<file path="src/rtl/spp_pkg.sv">
package spp_pkg;
  localparam int TAP_W  = 4;
  localparam int PARK_W = 3;
  localparam int KIND_W = 2;

  typedef enum logic [TAP_W-1:0] {
    T_RESET = 4'd0,  T_IDLE  = 4'd1,  T_SELD  = 4'd2,  T_CAPD  = 4'd3,
    T_SHD   = 4'd4,  T_EX1D  = 4'd5,  T_PAUD  = 4'd6,  T_EX2D  = 4'd7,
    T_UPDD  = 4'd8,  T_SELI  = 4'd9,  T_CAPI  = 4'd10, T_SHI   = 4'd11,
    T_EX1I  = 4'd12, T_PAUI  = 4'd13, T_EX2I  = 4'd14, T_UPDI  = 4'd15
  } tap_state_e;

  typedef enum logic [PARK_W-1:0] {
    PS_LIVE     = 3'd0,
    PS_ARMED    = 3'd1,
    PS_HOLD_TLR = 3'd2,
    PS_HOLD_RTI = 3'd3,
    PS_HOLD_PDR = 3'd4,
    PS_HOLD_PIR = 3'd5,
    PS_WAKE     = 3'd6
  } park_state_e;

  typedef enum logic [KIND_W-1:0] {
    K_IDLE = 2'd0,
    K_PDR  = 2'd1,
    K_PIR  = 2'd2
  } park_kind_e;

  function automatic tap_state_e tap_step(tap_state_e s, logic t);
    tap_state_e n;
    case (s)
      T_RESET: n = t ? T_RESET : T_IDLE;
      T_IDLE:  n = t ? T_SELD  : T_IDLE;
      T_SELD:  n = t ? T_SELI  : T_CAPD;
      T_CAPD:  n = t ? T_EX1D  : T_SHD;
      T_SHD:   n = t ? T_EX1D  : T_SHD;
      T_EX1D:  n = t ? T_UPDD  : T_PAUD;
      T_PAUD:  n = t ? T_EX2D  : T_PAUD;
      T_EX2D:  n = t ? T_UPDD  : T_SHD;
      T_UPDD:  n = t ? T_SELD  : T_IDLE;
      T_SELI:  n = t ? T_RESET : T_CAPI;
      T_CAPI:  n = t ? T_EX1I  : T_SHI;
      T_SHI:   n = t ? T_EX1I  : T_SHI;
      T_EX1I:  n = t ? T_UPDI  : T_PAUI;
      T_PAUI:  n = t ? T_EX2I  : T_PAUI;
      T_EX2I:  n = t ? T_UPDI  : T_SHI;
      default: n = t ? T_SELD  : T_IDLE;
    endcase
    return n;
  endfunction
endpackage

</file>
<file path="src/rtl/spp_tap_lookahead.sv">
module spp_tap_lookahead
  import spp_pkg::*;
(
  input  logic [TAP_W-1:0] cur,
  input  logic             tms,
  output logic             in_exit1_dr,
  output logic             in_exit1_ir,
  output logic             to_idle,
  output logic             to_pause_dr,
  output logic             to_pause_ir
);
  tap_state_e now_s;
  tap_state_e nxt_s;

  assign now_s = tap_state_e'(cur);
  assign nxt_s = tap_step(now_s, tms);

  assign in_exit1_dr = (now_s == T_EX1D);
  assign in_exit1_ir = (now_s == T_EX1I);
  assign to_idle     = (nxt_s == T_IDLE);
  assign to_pause_dr = (nxt_s == T_PAUD);
  assign to_pause_ir = (nxt_s == T_PAUI);
endmodule

</file>
<file path="src/rtl/spp_park_fsm.sv">
module spp_park_fsm
  import spp_pkg::*;
(
  input  logic        tck,
  input  logic        trst_n,
  input  logic        tmsb,
  input  logic        op_wake,
  input  logic        op_park_reset,
  input  logic        op_park_idle,
  input  logic        op_park_pause,
  input  logic        in_exit1_dr,
  input  logic        in_exit1_ir,
  input  logic        to_idle,
  input  logic        to_pause_dr,
  input  logic        to_pause_ir,
  output park_state_e st,
  output park_kind_e  kind,
  output logic        force_en,
  output logic        force_val,
  output logic        in_chain
);
  park_state_e st_n;
  park_kind_e  kind_n;
  logic        any_park;
  logic        live;
  logic        exit_hi;
  logic        release_ok;
  park_state_e back_to;

  assign any_park = op_park_reset | op_park_idle | op_park_pause;
  assign live     = (st == PS_LIVE) || (st == PS_ARMED);
  assign exit_hi  = tmsb & (in_exit1_dr | in_exit1_ir);

  always_comb begin
    case (kind)
      K_PDR:   begin release_ok = to_pause_dr; back_to = PS_HOLD_PDR; end
      K_PIR:   begin release_ok = to_pause_ir; back_to = PS_HOLD_PIR; end
      default: begin release_ok = to_idle;     back_to = PS_HOLD_RTI; end
    endcase
  end

  always_comb begin
    st_n   = st;
    kind_n = kind;
    case (st)
      PS_LIVE, PS_ARMED: begin
        if (op_park_reset)                        st_n = PS_HOLD_TLR;
        else if (op_park_idle)                    st_n = PS_HOLD_RTI;
        else if (st == PS_LIVE && op_park_pause)  st_n = PS_ARMED;
        else if (st == PS_ARMED && op_wake)       st_n = PS_LIVE;
        else if (st == PS_ARMED && tmsb && in_exit1_dr) st_n = PS_HOLD_PDR;
        else if (st == PS_ARMED && tmsb && in_exit1_ir) st_n = PS_HOLD_PIR;
      end
      PS_HOLD_TLR, PS_HOLD_RTI: if (op_wake) begin st_n = PS_WAKE; kind_n = K_IDLE; end
      PS_HOLD_PDR:              if (op_wake) begin st_n = PS_WAKE; kind_n = K_PDR;  end
      PS_HOLD_PIR:              if (op_wake) begin st_n = PS_WAKE; kind_n = K_PIR;  end
      PS_WAKE: begin
        if (any_park)        st_n = back_to;
        else if (release_ok) st_n = PS_LIVE;
      end
      default: st_n = PS_HOLD_TLR;
    endcase
  end

  always_ff @(posedge tck or negedge trst_n) begin
    if (!trst_n) begin
      st   <= PS_HOLD_TLR;
      kind <= K_IDLE;
    end else begin
      st   <= st_n;
      kind <= kind_n;
    end
  end

  // Level to pin on tmsl for the falling edge of this cycle.
  always_comb begin
    force_en  = 1'b1;
    force_val = 1'b0;
    if (live) begin
      if (op_park_reset)                       force_val = 1'b1;
      else if (op_park_idle)                   force_val = 1'b0;
      else if (st == PS_ARMED && exit_hi)      force_val = 1'b0;
      else                                     force_en  = 1'b0;
    end else if (st == PS_HOLD_TLR) begin
      force_val = 1'b1;
    end
  end

  assign in_chain = live;

  // a pause park is only ever entered from an armed port leaving Exit1 high
  a_r5_pause_from_exit1: assert property (@(posedge tck) disable iff (!trst_n)
    ((st == PS_HOLD_PDR || st == PS_HOLD_PIR) && $past(st) == PS_ARMED)
      |-> ($past(tmsb) && ($past(in_exit1_dr) || $past(in_exit1_ir))));

  // a wake strobe on a live port leaves it in the chain
  a_r8_wake_on_live: assert property (@(posedge tck) disable iff (!trst_n)
    (st == PS_LIVE && op_wake && !any_park) |=> (st == PS_LIVE));
endmodule

</file>
<file path="src/rtl/spp_tms_launch.sv">
module spp_tms_launch (
  input  logic tck,
  input  logic trst_n,
  input  logic tmsb,
  input  logic force_en,
  input  logic force_val,
  output logic tmsl
);
  always_ff @(negedge tck or negedge trst_n) begin
    if (!trst_n) tmsl <= 1'b1;
    else         tmsl <= force_en ? force_val : tmsb;
  end
endmodule

</file>
<file path="src/rtl/scan_port_parker.sv">
module scan_port_parker
  import spp_pkg::*;
(
  input  logic             tck,
  input  logic             trst_n,
  input  logic [TAP_W-1:0] bridge_state,
  input  logic             tmsb,
  input  logic             op_wake,
  input  logic             op_park_reset,
  input  logic             op_park_idle,
  input  logic             op_park_pause,
  output logic             tmsl,
  output logic             in_chain
);
  logic        ex1_dr, ex1_ir, nx_idle, nx_pdr, nx_pir;
  logic        f_en, f_val;
  park_state_e st;
  park_kind_e  kind;

  spp_tap_lookahead u_look (
    .cur(bridge_state), .tms(tmsb),
    .in_exit1_dr(ex1_dr), .in_exit1_ir(ex1_ir),
    .to_idle(nx_idle), .to_pause_dr(nx_pdr), .to_pause_ir(nx_pir)
  );

  spp_park_fsm u_fsm (
    .tck(tck), .trst_n(trst_n), .tmsb(tmsb),
    .op_wake(op_wake), .op_park_reset(op_park_reset),
    .op_park_idle(op_park_idle), .op_park_pause(op_park_pause),
    .in_exit1_dr(ex1_dr), .in_exit1_ir(ex1_ir),
    .to_idle(nx_idle), .to_pause_dr(nx_pdr), .to_pause_ir(nx_pir),
    .st(st), .kind(kind), .force_en(f_en), .force_val(f_val),
    .in_chain(in_chain)
  );

  spp_tms_launch u_launch (
    .tck(tck), .trst_n(trst_n), .tmsb(tmsb),
    .force_en(f_en), .force_val(f_val), .tmsl(tmsl)
  );

  // a port held in reset for a full cycle presents a high line
  a_r3_reset_hold_high: assert property (@(posedge tck) disable iff (!trst_n)
    (st == PS_HOLD_TLR && $past(st) == PS_HOLD_TLR) |-> tmsl);

  // a pending wake keeps the line low
  a_r6_wake_holds_low: assert property (@(posedge tck) disable iff (!trst_n)
    (st == PS_WAKE && $past(st) == PS_WAKE) |-> !tmsl);

  // release from an idle-kind wake lands with the bridge in Run-Test/Idle
  a_r6_release_in_idle: assert property (@(posedge tck) disable iff (!trst_n)
    ($past(st) == PS_WAKE && $past(kind) == K_IDLE && st == PS_LIVE)
      |-> (bridge_state == T_IDLE));

  // release from a pause-kind wake lands with the bridge in the matching pause
  a_r7_release_in_pause: assert property (@(posedge tck) disable iff (!trst_n)
    ($past(st) == PS_WAKE && $past(kind) != K_IDLE && st == PS_LIVE)
      |-> (bridge_state == (($past(kind) == K_PDR) ? T_PAUD : T_PAUI)));

  // a park-in-reset strobe on a chained port removes it at the next edge
  a_r3_leaves_chain: assert property (@(posedge tck) disable iff (!trst_n)
    (in_chain && op_park_reset) |=> !in_chain);
endmodule

</file>
<file path="config.mk">
export PLATFORM = sky130hd
export DESIGN_NAME = scan_port_parker
export DESIGN_NICKNAME = d
export VERILOG_FILES = /design/src/rtl/spp_pkg.sv /design/src/rtl/spp_tap_lookahead.sv /design/src/rtl/spp_park_fsm.sv /design/src/rtl/spp_tms_launch.sv /design/src/rtl/scan_port_parker.sv
export SDC_FILE = /design/constraint.sdc
export NUM_CORES = 1
export LEC_CHECK = 0
export BUFFER_PORTS_ARGS = -buffer_cell sky130_fd_sc_hd__buf_4
export CELL_PAD_IN_SITES_DETAIL_PLACEMENT = 1
export CELL_PAD_IN_SITES_GLOBAL_PLACEMENT = 1
export CORE_UTILIZATION = 34
export CTS_CLUSTER_SIZE = 16
export DETAILED_ROUTE_END_ITERATION = 10
export GPL_ROUTABILITY_DRIVEN = 0
export PLACE_DENSITY_LB_ADDON = 0.1
export SETUP_SLACK_MARGIN = 0.05
export SYNTH_ARGS = -nofsm -noshare
export SYNTH_HDL_FRONTEND = slang
export SYNTH_HIERARCHICAL = 1
export SYNTH_SLANG_ARGS = --single-unit
export TNS_END_PERCENT = 20
</file>
<file path="constraint.sdc">
create_clock -name tck -period 1.5 [get_ports tck]
set_input_delay 0.45 -clock tck [delete_from_list [all_inputs] [get_ports tck]]
set_output_delay 0.45 -clock tck [all_outputs]
set_load 0.05 [all_outputs]
</file>
==> results of run 1 <==
==> cell type report <==
type                    count  share of cell area, %
repair buffers             35                   31.9
well taps                  16                   2.25
inverters                   3                   1.26
clock buffers               4                   2.95
flip-flops and latches      6                   17.1
clock inverters             1                  0.421
multi-input cells          50                   44.1
==> power breakdown <==
part / switching, uW / internal (uW) / total [uW]
clock: 79.5 / 105 / 185
sequential: 76.7 / 253 / 330
combinational: 459 / 492 / 952
total: 615 / 851 / 1470
==> worst reg2reg max path: cells and delay by family (launching register included) <==
| family | cells | cell delay (ps) |
|---|---|---|
| flip-flops | 1 | 400 |
| multiplexers | 1 | 310 |
| AND/OR/NAND/NOR | 2 | 460 |
==> per-stage QoR <==
stage / setup WS [ps] / cells / util, % / area (um^2) / hold slack, ps
2_1_floorplan: -585 / 63 / - / 573 / 154
3_3_place_gp: -728 / 110 / 53.3 / 822 / 259
3_5_place_dp: -749 / 110 / 53.3 / 822 / 261
4_1_cts: -692 / 115 / 57.2 / 882 / 513
5_1_grt: -714 / 115 / 57.8 / 891 / 553
6_report: -678 / 115 / 57.8 / 891 / 544
==> metal layers <==
layer  GRT usage [%]  wire length [um]  vias up
met2            36.7               839       16
met3            7.66               107        5
met4            12.7                48        0
met5               0                 0        -
li1                -                 -      307
met1            26.9               723      297
==> logic make-up after synthesis <==
| group | count (synthesis) | synth area share, % |
|---|---|---|
| flip-flops | 6 | 26.6 |
| AND/OR/NAND/NOR | 25 | 28.4 |
| adder cells (fa/ha/maj) | 2 | 4.37 |
| multiplexers | 5 | 10.0 |
| AO/OA/AOI/OAI | 16 | 20.3 |
| buffers and inverters | 7 | 7.20 |
| XOR/XNOR | 2 | 3.06 |
==> Yosys cell counts (all sizes together) <==
library cell and count:
buf 3, nor3 3, nand3b 1, xnor2 2, o22a 1, a22oi 1, o211ai 1, nor2 4
ha 2, o21a 1, nand3 1, nor3b 1, or4 2, nor4b 1, nand2 7, mux2 3
nor4 1, o221ai 1, inv 4, a21oi 4, o21ai 3, dfstp 2, nand4 1, a211o 1
and4bb 1, dfrtp 4, mux2i 2, o31a 1, nand2b 1, o41ai 1, and3b 1, o2111ai 1
==> path summary, 6_finish.rpt <==
check | start | endpoint | slack, ps | cells past startpoint
hold / removal | u_fsm/kind[1] | u_fsm/kind[1] | 540 | 2
setup / recovery | u_launch/tmsl | tmsl | -680 | 1
setup reg to reg | u_fsm/st[1] | u_launch/tmsl | -430 | 3
hold reg to reg | u_fsm/kind[1] | u_fsm/kind[1] | 540 | 2
max in group asynchronous | trst_n | u_launch/tmsl | 40 | 2
min in group asynchronous | trst_n | u_fsm/kind[0] | 550 | 2
==> repair_timing <==
item,4_1_cts,5_1_grt
hold buffers,1,0
pin swaps,1,0
hold endpoints to repair,4,0
setup endpoints to repair,6,7
resized for setup,6,2
==> sequential cells by signal (all words and copies together) (netlist names) <==
name and count:
u_launch/tmsl 1, u_fsm/kind 2, u_fsm/st 3
==> metrics.csv, run 1 <==
metric;value;unit
drc;0;
multi_input_area;393;um^2
failed_checks;setup timing;
crit_path_max_incr_delay;520;ps
detailed_place_hpwl;1.34;mm
setup_ws;-678;ps
antenna_found_initial;0;
layout.area.seq;153;um^2
skew;50.7;ps
numCtsBuffers;3;
drt-vias-per-instance;5.43;
synthCells;63;
cp_data_arrival_time;1730;ps
slowest_stage;dfstp_2;
htreeDepth;1;
clk_latency;310;ps
start_util;37.2;%
ir_drop;0.918;mV
final_common_cell;buf_4;
finalSetupTns;-2010;ps
drv_cap;0;
max_slew_margin;81.5;%
fillers;189;
synth.net_count;76;
drtPass1Iterations;4;
n_antenna_cell;0;
fp.coreArea;1540;um^2
die_x;43.1;um
wl_per_cell;14.9;um
power_density;1650;nW/um^2
end_kind;primary output;
wl;1.72;mm
grt_pass1_vias;646;
p_leak;0.000390;uW
final_hold_viol_count;0;
post_cts_buffers;0;
area_growth;55.5;%
grt_max_degree;13;
crit_fanout;1;
cts.sinks;6;
worstSetupPathType;register to primary output;
seq_area_frac_synth;26.6;%
drive_gt1_share;47.5;%
cts_tree;built;
ant_nets;0;
layout_common_cells;buf_4, nand2_1, inv_1, a21oi_1, dfrtp_1;
path_clk_slew;50;ps
rsz0062_at_grt;yes;
path_delay_family;flip-flops;
syn_area;573;um^2
avgSynthCellArea;9.10;um^2
grt_usage;23.0;%
num_vias;625;
tightest_slew;275;ps
slew_viol_final;0;
p_total;1470;uW
io_buffers;12;
synth_top_area_cell;dfrtp_1;
cp.required;1050;ps
setup-violations-final;6;
clockBufferDepth;2;
ys_warn_count;6;
grt_first_pass_wirelength;2.92;mm
synth_seq_cells;6;
rows;14;
min_path_type;register to register;
num_io_pins;13;
path_cells;buf_8;
final_nets;113;
globalRoute.totalOverflow;0;
crit_path_start_kind;register;
die_y;43.1;um
ys_types;35;
root_buffer;clkbuf_4;
status;complete, but fails checks;
die-area;1850;um^2
critPathBufInv;1;
yosys-top-cells-area;dfrtp_1, dfstp_2, nand2_1;
synth_top_area_share;17.5;%
drt_iter0_drc;5;
Power figures use the tool's default switching activity.
==> run 2, diff against run 1 <==
- SETUP_SLACK_MARGIN: 0.05 -> default
==> run 2 against run 1 <==
The flow still finishes with violations (setup timing). Utilization is 0.24 points lower. Sequential share of layout area is 0.072 points higher. Hold slack worse by 4.9 ps. Sequential power hardly changed. Final cell count stayed put. First-iteration DRC count is 40% lower. Count of clock-buffer cells in the layout stayed put. Clock power hardly changed. Register-to-register slack hardly changed. Largest cell class unchanged. Via count is 1.1% lower. Routed wire length is 1.3% lower.
==> metrics.csv, run 2 (synthesis gave the netlist of run 1 again) <==
metric;value;unit;change
status;complete, but fails checks;;
failed_checks;setup timing;;
path_delay_family;flip-flops;;
combPwrFrac;64.9;%;about the same
clkPwrFrac;12.5;%;about the same
io_buffers;12;;unchanged
critPathBufInv;1;;unchanged
grt_usage;23.0;%;unchanged
layout_common_cells;buf_4, nand2_1, inv_1, a21oi_1, dfrtp_1;;
setup_ws;-676;ps;+2.13 ps
cp_data_arrival_time;1730;ps;about the same
end_kind;primary output;;
slowest_stage;dfstp_2;;
finalSetupTns;-2010;ps;-3.46 ps
p_leak;0.000389;uW;-0.32%
grt_max_degree;13;;unchanged
multi_input_area;393;um^2;unchanged
worstSetupPathType;register to primary output;;
rsz0062_at_grt;yes;;
cp.required;1050;ps;about the same
globalRoute.totalOverflow;0;;unchanged
drc;0;;unchanged
drt_iter0_drc;3;;-2
cts_tree;built;;
fillers;191;;+1.1%
die_y;43.1;um;unchanged
top_regs;u_fsm/st: 3 flops, u_fsm/kind: 2 flops, u_launch/tmsl: 1 flops;;
p_switching;613;uW;-0.38%
num_io_pins;13;;unchanged
min_path_type;input port to asynchronous set/reset pin;;
slew_viol_final;0;;unchanged
die-area;1850;um^2;unchanged
die_x;43.1;um;unchanged
clockBufferDepth;2;;unchanged
detailed_place_hpwl;1.34;mm;unchanged
setup-violations-final;6;;unchanged
layout.area.seq;153;um^2;unchanged
num_vias;618;;-1.1%
crit_path_start_kind;register;;
final_nets;113;;unchanged
drt-vias-per-instance;5.37;;-1.1%
antenna_found_initial;0;;unchanged
drtPass1Iterations;2;;-2
final_hold_viol_count;0;;unchanged
largest_register_ffs;3;;unchanged
fp.coreArea;1540;um^2;unchanged
switching_share;41.9;%;-0.064 points
grt_pass1_vias;646;;unchanged
numCtsBuffers;3;;unchanged
ant_nets;0;;unchanged
power_density;1650;nW/um^2;+0.20%
post_cts_buffers;0;;unchanged
clk_latency;310;ps;about the same
wl;1.70;mm;-1.3%
htreeDepth;1;;unchanged
max_slew_margin;81.6;%;about the same
crit_path_max_incr_delay;520;ps;about the same
grt_first_pass_wirelength;2.92;mm;unchanged
wl_per_cell;14.7;um;-1.3%
cts.sinks;6;;unchanged
drive_gt1_share;47.5;%;unchanged
start_util;37.2;%;unchanged
area_growth;54.8;%;
root_buffer;clkbuf_4;;
p_total;1460;uW;-0.22%
rows;14;;unchanged
p_seq_share;22.5;%;about the same
crit_fanout;1;;unchanged
ir_drop;0.918;mV;about the same
final_common_cell;buf_4;;
regMostFlops;u_fsm/st;;
skew;50.7;ps;+0.0199 ps
drv_cap;0;;unchanged
p_int;850;uW;-0.11%
path_clk_slew;50;ps;about the same
n_antenna_cell;0;;unchanged
path_cells;buf_8;;
tightest_slew;274;ps;-0.935 ps
==> run 2: cell count changes in the layout (fill, tap and decap cells not counted) <==
cell and delta:
buf_4 +1, buf_6 -1
==> run 2: power by group through the flow <==
stage | clock network [uW] | logic, uW | registers [uW]
finish | 183 | 950 | 330
floorplan | 8.34 | 529 | 352
global placement | 8.34 | 861 | 322
global route | 206 | 1050 | 338
CTS | 194 | 940 | 333
detailed placement | 8.34 | 886 | 327
==> run 2: routing by layer <==
metal	vias to the layer above	global-route usage, %	part of all wire, %
met5	-	0	0
met4	0	12.7	2.8
li1	307	-	-
met2	14	36.7	48
met1	293	26.9	44
met3	4	7.66	5.2
==> run 2: repair_timing <==
action                     CTS  global route
setup endpoints to repair    6             6
pin swaps                    1             0
hold endpoints to repair     4             0
gates resized for setup      6             1
hold buffers                 1             0
cloned                       0             0
==> run 2: layout make-up <==
cell class                      instances  area share, %
Clock buffer                            4           2.96
Clock inverter                          1          0.423
Inverter                                3           1.27
Multi-Input combinational cell         50           44.3
Sequential cell                         6           17.2
Tap cell                               16           2.26
Timing Repair Buffer                   35           31.6
==> run 2: path summary, 6_finish.rpt <==
check / startpoint / endpoint / slack [ps] / cells after the start
setup reg to reg: u_fsm/st[1] / u_launch/tmsl / -430 / 3
min in group tck: u_fsm/kind[1] / u_fsm/kind[1] / 550 / 2
setup / recovery: u_launch/tmsl / tmsl / -680 / 1
hold reg to reg: u_fsm/kind[1] / u_fsm/kind[1] / 550 / 2
hold / removal: trst_n / u_fsm/kind[0] / 540 / 2
max in group asynchronous: trst_n / u_launch/tmsl / 50 / 2
==> run 2: stage by stage <==
step / hold WS, ps / std cells / utilization [%] / worst slack, ps / area (um^2)
floorplan: 154 / 63 / - / -585 / 573
global placement: 259 / 110 / 53.3 / -728 / 822
detailed placement: 261 / 110 / 53.3 / -749 / 822
CTS: 513 / 115 / 57.2 / -692 / 882
global route: 541 / 115 / 57.5 / -714 / 887
finish: 540 / 115 / 57.5 / -676 / 887
